===== src/rtl/vbc_pkg.sv =====
package vbc_pkg;

    localparam int unsigned LANES_DEF     = 16;
    localparam int unsigned ELEM_W_DEF    = 32;
    localparam int unsigned MAX_GROUP_DEF = 8;
    localparam int unsigned GSEL_W        = 2;

    typedef enum logic [GSEL_W-1:0] {
        GRP_1 = 2'd0,
        GRP_2 = 2'd1,
        GRP_4 = 2'd2,
        GRP_8 = 2'd3
    } group_e;

    typedef struct packed {
        logic   zero_fill;
        group_e group;
    } bcast_ctl_t;

    function automatic int unsigned group_len(input group_e g);
        return 32'd1 << g;
    endfunction

endpackage


===== src/rtl/vbc_read_enable.sv =====
module vbc_read_enable
    import vbc_pkg::*;
#(
    parameter int unsigned LANES     = LANES_DEF,
    parameter int unsigned MAX_GROUP = MAX_GROUP_DEF
) (
    input  logic                 clk,
    input  logic                 rst,
    input  logic                 req_valid,
    input  group_e               group,
    input  logic [LANES-1:0]     lane_mask,
    output logic [MAX_GROUP-1:0] rd_en
);
    localparam int unsigned EW = (MAX_GROUP > 1) ? $clog2(MAX_GROUP) : 1;

    logic [EW-1:0] idx_mask;

    always_comb begin
        idx_mask = EW'(group_len(group) - 1);
    end

    // A lane feeds the element its low index bits select; OR all consumers.
    always_comb begin
        rd_en = '0;
        for (int i = 0; i < LANES; i++) begin
            if (req_valid && lane_mask[i]) begin
                rd_en[EW'(i) & idx_mask] = 1'b1;
            end
        end
    end


    rd_en_range_chk: assert property (@(posedge clk) disable iff (rst)
        (32'(rd_en) >> group_len(group)) == 32'd0);

endmodule


===== src/rtl/vbc_lane_mux.sv =====
module vbc_lane_mux
    import vbc_pkg::*;
#(
    parameter int unsigned LANES     = LANES_DEF,
    parameter int unsigned ELEM_W    = ELEM_W_DEF,
    parameter int unsigned MAX_GROUP = MAX_GROUP_DEF
) (
    input  bcast_ctl_t                  ctl,
    input  logic [LANES-1:0]            lane_mask,
    input  logic [MAX_GROUP*ELEM_W-1:0] mem_beat,
    input  logic [LANES*ELEM_W-1:0]     old_dst,
    output logic [LANES*ELEM_W-1:0]     lane_vec
);
    localparam int unsigned EW = (MAX_GROUP > 1) ? $clog2(MAX_GROUP) : 1;

    logic [EW-1:0] idx_mask;

    always_comb begin
        idx_mask = EW'(group_len(ctl.group) - 1);
    end

    for (genvar i = 0; i < LANES; i++) begin : g_lane
        logic [EW-1:0]     sel;
        logic [ELEM_W-1:0] bval;
        always_comb begin
            sel  = EW'(i) & idx_mask;
            bval = mem_beat[sel*ELEM_W +: ELEM_W];
            if (lane_mask[i]) begin
                lane_vec[i*ELEM_W +: ELEM_W] = bval;
            end else if (ctl.zero_fill) begin
                lane_vec[i*ELEM_W +: ELEM_W] = '0;
            end else begin
                lane_vec[i*ELEM_W +: ELEM_W] = old_dst[i*ELEM_W +: ELEM_W];
            end
        end
    end

endmodule


===== src/rtl/vec_bcast_unit.sv =====
module vec_bcast_unit
    import vbc_pkg::*;
#(
    parameter int unsigned LANES     = LANES_DEF,
    parameter int unsigned ELEM_W    = ELEM_W_DEF,
    parameter int unsigned MAX_GROUP = MAX_GROUP_DEF
) (
    input  logic                        clk,
    input  logic                        rst,
    input  logic                        req_valid,
    input  logic [GSEL_W-1:0]           tuple_sel,
    input  logic [LANES-1:0]            lane_mask,
    input  logic                        zero_fill,
    input  logic [MAX_GROUP*ELEM_W-1:0] mem_beat,
    input  logic [LANES*ELEM_W-1:0]     old_dst,
    output logic [MAX_GROUP-1:0]        elem_rd_en,
    output logic                        res_valid,
    output logic [LANES*ELEM_W-1:0]     res_vec
);
    localparam int unsigned VEC_W = LANES * ELEM_W;

    bcast_ctl_t       ctl;
    logic [VEC_W-1:0] lane_vec;

    always_comb begin
        ctl.zero_fill = zero_fill;
        ctl.group     = group_e'(tuple_sel);
    end

    vbc_read_enable #(
        .LANES     (LANES),
        .MAX_GROUP (MAX_GROUP)
    ) u_rden (
        .clk       (clk),
        .rst       (rst),
        .req_valid (req_valid),
        .group     (ctl.group),
        .lane_mask (lane_mask),
        .rd_en     (elem_rd_en)
    );

    vbc_lane_mux #(
        .LANES     (LANES),
        .ELEM_W    (ELEM_W),
        .MAX_GROUP (MAX_GROUP)
    ) u_mux (
        .ctl       (ctl),
        .lane_mask (lane_mask),
        .mem_beat  (mem_beat),
        .old_dst   (old_dst),
        .lane_vec  (lane_vec)
    );

    always_ff @(posedge clk) begin
        if (rst) begin
            res_valid <= 1'b0;
            res_vec   <= '0;
        end else begin
            res_valid <= req_valid;
            if (req_valid) begin
                res_vec <= lane_vec;
            end
        end
    end


    valid_rise_chk: assert property (@(posedge clk) disable iff (rst)
        req_valid |=> res_valid);


    valid_idle_chk: assert property (@(posedge clk) disable iff (rst)
        !req_valid |=> !res_valid);


    result_hold_chk: assert property (@(posedge clk) disable iff (rst)
        !req_valid |=> $stable(res_vec));


    empty_mask_chk: assert property (@(posedge clk) disable iff (rst)
        (req_valid && lane_mask == '0) |-> elem_rd_en == '0);


    no_req_read_chk: assert property (@(posedge clk) disable iff (rst)
        !req_valid |-> elem_rd_en == '0);


    zero_empty_chk: assert property (@(posedge clk) disable iff (rst)
        (req_valid && zero_fill && lane_mask == '0) |=> res_vec == '0);


    merge_empty_chk: assert property (@(posedge clk) disable iff (rst)
        (req_valid && !zero_fill && lane_mask == '0) |=> res_vec == $past(old_dst));


    scalar_full_chk: assert property (@(posedge clk) disable iff (rst)
        (req_valid && tuple_sel == '0 && lane_mask == '1)
        |=> res_vec == {LANES{$past(mem_beat[ELEM_W-1:0])}});

endmodule


===== config.mk =====
export PLATFORM = sky130hd
export DESIGN_NAME = vec_bcast_unit
export DESIGN_NICKNAME = d
export VERILOG_FILES = /design/src/rtl/vbc_pkg.sv /design/src/rtl/vbc_read_enable.sv /design/src/rtl/vbc_lane_mux.sv /design/src/rtl/vec_bcast_unit.sv
export SDC_FILE = /design/constraint.sdc
export NUM_CORES = 1
export LEC_CHECK = 0
export BUFFER_PORTS_ARGS = -buffer_cell sky130_fd_sc_hd__buf_2
export CORE_AREA = 2 2 515 517
export CTS_CLUSTER_DIAMETER = 200
export DETAILED_ROUTE_END_ITERATION = 10
export DIE_AREA = 0 0 517 519
export GPL_ROUTABILITY_DRIVEN = 0
export MAX_ROUTING_LAYER = met4
export PLACE_DENSITY = 0.3
export SLEW_MARGIN = 5
export SYNTH_ARGS = -nofsm -noshare
export SYNTH_HDL_FRONTEND = slang
export SYNTH_HIERARCHICAL = 1
export SYNTH_SLANG_ARGS = --single-unit

===== constraint.sdc =====
create_clock -name clk -period 1.66 [get_ports clk]
set_input_delay 0.166 -clock clk [delete_from_list [all_inputs] [get_ports clk]]
set_output_delay 0.166 -clock clk [all_outputs]
set_load 0.01 [all_outputs]

==> impl_metrics.ini, run 1 <==
[status]
status = complete, but fails checks
violations = negative setup slack

[detailed_routing]
ant_nets = 0
vias = 34500
drc_errors = 0
detail_route.wl_per_cell_um = 29.4
first_pass_iters = 5
viasPerCell = 3.84
drt-total-wl_mm = 264
drtIter0Drc = 2267

[yosys]
netlist_area_mm2 = 0.0289
ys_seq_elements = 513
synth_compound_area_share_pct = 17.9
syn_area_per_cell_um2 = 9.11
syn_nets = 3970
synth-warning-count = 6
yosys.area_share.simple_pct = 14.5
synth_top_area_share_pct = 35.6
ys_top_cells_by_area = dfxtp_1, mux2i_1, a22o_1
synthAdderAreaFrac_pct = 0.347
synth-xor-area-share_pct = 0
yosysTopAreaCell = dfxtp_1
syn-instance-count = 3172
synth_top_family_by_area = multiplexers
yosysUniqueCellTypes = 44
synth_mux_area_share_pct = 25.2
seq_area_frac_synth_pct = 35.6

[final_layout]
fillers = 29800
final_cell_mix = buf_2, dlygate4sd3_1, mux2i_1, nor2_1, dfxtp_1
area_delta_synth_final_pct = 80.5
fin_nets = 6107
layout-drive-gt1-share_pct = 38.0
multi_input_area_mm2 = 0.0169
final_common_cell = buf_2
utilization_pct = 19.8
seq_area_mm2 = 0.0103

[clocking]
clk_transition_reported_paths_ps = 60
cts_tree = done
clkSinkCount = 513
cts_buffer_depth = 3
ctsRootBufferMaster = clkbuf_16
clock_latency_ps = 690
cts_buffers = 79
h-tree-depth = 3

[timing]
hold_viol_final = 0
rsz0062_at_grt = no
max_freq_mhz = 596
relSlewSlack_pct = 19.1
slew_violations = 0
setup_viol = 2
tightest_slew_ps = 1210
fin_ws_ps = -17.1
period_share_pct = 101
finalClockSkew_ps = 0
fin_crit_ps = 1680

[hold_path]
worstHoldStart = mem_beat[111]
hp-class = primary input to flop

[critical_path]
r2r_slack_ps = 500
crit_start = zero_fill
critPathCapture = res_vec[262]
end_kind = flop
crit_fanout = 31
arrival_ps = 2330
worstSetupStartpointType = primary input
reg2reg_depth = 3
critPathKind = primary input to flop
timing.rr.start = res_vec[145]
required_ps = 2310
rr_endpoint = res_vec[145]

[power]
combPwrFrac_pct = 28.3
powerDensity_mw_per_mm2 = 833
p_switching_w = 0.0145
leakage_nw = 24.1
ir_drop_mv = 0.661
power_w = 0.0434
swShare_pct = 33.4
p_int_w = 0.0289
power.share.clock_pct = 40.4
p_seq_share_pct = 31.3

[flow_run]
drv_cap = 0

[floorplan]
rows = 189
die_y_um = 519
pin_count = 1311
fp.dieW_um = 517
initial_core_util_pct = 11.0
core_mm2 = 0.263
dieArea_mm2 = 0.268

[global_routing]
grt_max_degree = 72
globalRouteOverflowTotal = 0
grt_pass1_vias = 35500
grt_usage_pct = 19.3
grt_pass1_wl_mm = 339
antenna_found_initial = 94

[placement]
portBuffers = 1310
dpl.hpwl_mm = 217
kinds of logic after synthesis:
logic type      after synthesis
simple gates                946
mux                         708
flops                       513
buf+inv                     304
compound gates              693
fa+ha+maj                     8
metrics by stage:
step / cell area, µm² / instances / setup TNS [ps] / setup slack, ps / hold slack (ps)
finish: 52200 / 8969 / -17.9 / -17.1 / 97.8
global route: 52100 / 8954 / 0 / 1.96 / 63.0
CTS: 51800 / 8889 / -40.6 / -40.6 / 0.965
detailed placement: 42300 / 8068 / -57890 / -538 / 470
global placement: 42300 / 8068 / -57310 / -622 / 462
floorplan: 28900 / 3172 / 0 / 102 / 411
final cells by class:
class / count / share of cell area [%]
Clock inverter: 29 / 0.686
Tap cell: 3533 / 8.48
Antenna cell: 69 / 0.331
Timing Repair Buffer: 2352 / 34.0
Multi-Input combinational cell: 2356 / 32.4
Sequential cell: 513 / 19.7
Inverter: 7 / 0.0840
Clock buffer: 110 / 4.31
flip-flops by register name (all words and copies together) (netlist names):
signal and count:
res_vec 512, res_valid 1
worst min-delay path by stage:
stage | endpoint | slack (ps) | depth (start not counted)
after floorplan | res_vec[100] | 410 | 4
after global placement | res_vec[145] | 460 | 2
after detailed placement | res_vec[145] | 470 | 2
after CTS | res_vec[391] | 1 | 5
after global routing | res_vec[201] | 60 | 4
final | res_vec[367] | 100 | 6
cells in the mapped netlist, drive strengths merged:
cell type,instances
mux2i,550
nor2,530
dfxtp,513
a22o,248
nand2,174
nor2b,163
mux2,158
buf,157
clkbuf,140
a21oi,129
o22ai,128
o21ai,76
a32o,62
nand2b,40
a211oi,33
or2,32
ha,8
inv,7
a31oi,3
a21boi,2
a31o,2
nor3b,2
o21a,2
o32ai,2
or4,2
a21bo,1
a21o,1
a22oi,1
a41oi,1
and3b,1
nand3b,1
nand4,1
o211a,1
o31ai,1
repair_timing:
| item | CTS | global route |
|---|---|---|
| pin swaps | 4 | 7 |
| setup endpoints to repair | 18 | 33 |
| hold buffers | 682 | 0 |
| buffers inserted | 0 | 10 |
| resized for setup | 29 | 15 |
| endpoints found under the hold margin | 468 | 0 |
| gates cloned | 0 | 3 |
layer usage:
layer,global-route usage [%],vias up,part of all wire [%]
met1,21.1,16900,39
li1,-,15800,-
met3,6.03,302,8.8
met4,7.64,0,4.2
met2,32.5,1488,48
met5,-,-,0
critical path: stages:
cell	delay, ps
clkbuf_8	200
nor2_4	870
a22o_1	250
dlygate4sd3_1	560
mux2i_1	80
nor2_1	90
power by group through the flow:
| stage | clock [W] | sequential [W] | combinational, W |
|---|---|---|---|
| 2_1_floorplan | 0 | 0.0141 | 0.00422 |
| 3_3_place_gp | 0 | 0.0139 | 0.0107 |
| 3_5_place_dp | 0 | 0.0139 | 0.0107 |
| 4_1_cts | 0.0183 | 0.0136 | 0.0124 |
| 5_1_grt | 0.0187 | 0.0137 | 0.0131 |
| 6_report | 0.0176 | 0.0136 | 0.0123 |
(Power assumes the default switching activity.)
==> inputs of run 2 (changes only) <==
--- a/config.mk
+++ b/config.mk
@@ -6,15 +6,15 @@
 export NUM_CORES = 1
 export LEC_CHECK = 0
 export BUFFER_PORTS_ARGS = -buffer_cell sky130_fd_sc_hd__buf_2
-export CORE_AREA = 2 2 515 517
+export CAP_MARGIN = 0
+export CORE_AREA = 2 2 517 519
 export CTS_CLUSTER_DIAMETER = 200
 export DETAILED_ROUTE_END_ITERATION = 10
-export DIE_AREA = 0 0 517 519
+export DIE_AREA = 0 0 519 521
 export GPL_ROUTABILITY_DRIVEN = 0
 export MAX_ROUTING_LAYER = met4
 export PLACE_DENSITY = 0.3
 export SLEW_MARGIN = 5
 export SYNTH_ARGS = -nofsm -noshare
 export SYNTH_HDL_FRONTEND = slang
-export SYNTH_HIERARCHICAL = 1
 export SYNTH_SLANG_ARGS = --single-unit
==> impl_metrics.ini, run 2 <==
[placement]
portBuffers = 1310
dpl.hpwl_mm = 267
place_inst = 7895

[timing]
fin_ws_ps = -188
fin_crit_ps = 1850
fin_tns_setup_ps = -1880
rsz0062_at_grt = yes
hold_ws_ps = 56.5
period_share_pct = 111
finalClockSkew_ps = 0
max_freq_mhz = 541
slew_violations = 0
tightest_slew_ps = 735
setup_viol = 31
hold_viol_final = 0
relSlewSlack_pct = 50.9

[detailed_routing]
drtIter0Drc = 2520
vias = 35300
first_pass_iters = 6
viasPerCell = 4.08
drc_errors = 0
ant_nets = 0
drt-total-wl_mm = 308
detail_route.wl_per_cell_um = 35.5

[clocking]
h-tree-depth = 3
cts_buffers = 76
cts_buffer_depth = 3
ctsRootBufferMaster = clkbuf_16
clock_latency_ps = 690
clkSinkCount = 513
clk_transition_reported_paths_ps = 50
cts_tree = done

[floorplan]
core_mm2 = 0.264
pin_count = 1311
rows = 189
dieArea_mm2 = 0.270
fp.dieW_um = 519
initial_core_util_pct = 10.1
die_y_um = 521

[final_layout]
area_delta_synth_final_pct = 87.5
multi_input_area_mm2 = 0.0155
fillers = 29900
final_common_cell = buf_2
largest_register_ffs = 512
seq_area_mm2 = 0.0103
utilization_pct = 19.0
instances_no_fill = 8672
top_register = res_vec
final_cell_mix = buf_2, dlygate4sd3_1, dfxtp_1, nor2_1, a211oi_1
layout-drive-gt1-share_pct = 43.7
reg.largest.list = res_vec: 512 flops, res_valid: 1 flops
fin_nets = 5792

[yosys]
synth_top_area_share_pct = 38.4
synth-warning-count = 0
synthTopCellsByCount = dfxtp_1, nor2_1, a211oi_1, a22oi_1, clkbuf_1
synth_edf_count = 0
netlist_area_mm2 = 0.0268
syn_nets = 3707
yosysTopAreaCell = dfxtp_1
ys.flop_type = dfxtp_1
ys_top_cells_by_area = dfxtp_1, a211oi_1, a22oi_1
ys_async_sr_fraction_pct = 0
ys_seq_elements = 513
syn-instance-count = 2910
synthMostInstantiatedCell = dfxtp_1
yosysUniqueCellTypes = 42
syn_area_per_cell_um2 = 9.20
seq_area_frac_synth_pct = 38.4

[global_routing]
globalRouteOverflowTotal = 0
grt_pass1_wl_mm = 386
grt_max_degree = 100
grt_usage_pct = 22.5
grt_pass1_vias = 35600
antenna_found_initial = 132

[power]
ir_drop_mv = 0.697
powerDensity_mw_per_mm2 = 898
leakage_nw = 20.8

[critical_path]
crit_fanout = 6
end_kind = primary output
worstSetupStartpointType = primary input
arrival_ps = 1680
critPathKind = primary input to primary output
required_ps = 1490

[hold_path]
hp-class = primary input to flop

[flow_run]
drv_cap = 0

[status]
violations = negative setup slack
status = complete, but fails checks
[run 2: changes by cell type after synthesis, moves of 51 or more]
| cell | delta |
|---|---|
| a211oi_1 | +445 |
| a22oi_1 | +434 |
| a22o_1 | -247 |
| clkbuf_1 | +57 |
| o21ai_0 | -51 |
| mux2i_1 | -383 |
| mux2_2 | -54 |
| mux4_2 | +61 |
| nand2_1 | -164 |
| a31oi_1 | +59 |
| a21oi_1 | -107 |
| a32o_1 | -62 |
| nor2b_1 | -102 |
[run 2: power breakdown]
group | total (W) | leakage [nW] | switching, W | internal [W]
Sequential | 0.0138 | 4.25 | 0.000548 | 0.0132
Clock | 0.0174 | 1.26 | 0.00729 | 0.0101
Combinational | 0.0139 | 15.3 | 0.00838 | 0.00555
Total | 0.0451 | 20.8 | 0.0162 | 0.0288
[run 2: layout make-up]
class | count | area share [%]
antenna | 87 | 0.434
clock buffer | 110 | 4.38
clock inverter | 25 | 0.791
inverter | 5 | 0.0873
multi-input combinational | 2047 | 31.0
sequential | 513 | 20.5
tap | 3533 | 8.81
timing repair buffer | 2352 | 34.1
[run 2: timing repair]
action                                  CTS  global route
pin swaps                                14            14
hold buffers                            537             0
gates resized for setup                  71            77
buffers inserted                         15             4
cloned                                    0             1
endpoints found under the setup margin   61            92
endpoints found under the hold margin   503             0
[run 2: path summary, 6_finish.rpt]
kind / startpoint / end / slack [ps] / cells past startpoint
worst min-delay path: old_dst[8] / res_vec[8] / 60 / 3
worst min register to register: res_vec[207] / res_vec[207] / 480 / 2
worst max register to register: res_vec[498] / res_vec[498] / 270 / 4
worst max-delay path: tuple_sel[1] / elem_rd_en[5] / -190 / 10
[run 2: critical path: stages]
cell and delay, ps:
buf_12 130, clkinv_8 60, ha_4 170, inv_8 40, ha_4 380, buf_6 150
a31oi_4 80, o21ai_1 150, a21o_1 190, buf_2 150
[run 2: per-layer routing]
metal / track usage (%) / share of wire, %
met5: - / 0
met4: 8.19 / 4.0
met3: 5.90 / 7.2
met2: 37.2 / 48
met1: 26.1 / 41
[run 2: cell families (layout without fill, tap and decap cells)]
kind of cell	count (synthesis)	count (layout)	synth area share, %
buffers and inverters	350	2492	6.31
AO/OA/AOI/OAI	1118	1118	30.4
other	0	87	0
multiplexers	322	322	15.4
flip-flops	513	513	38.4
AND/OR/NAND/NOR	600	600	9.22
adder cells (fa/ha/maj)	7	7	0.327
[run 2: stage by stage]
step	area, µm²	total power [W]	setup WS [ps]
6_report	50200	0.0451	-188
5_1_grt	50100	0.0468	-198
4_1_cts	49500	0.0456	-182
3_5_place_dp	41200	0.0266	-1190
3_3_place_gp	41200	0.0266	-1210
2_1_floorplan	26900	0.0183	-813
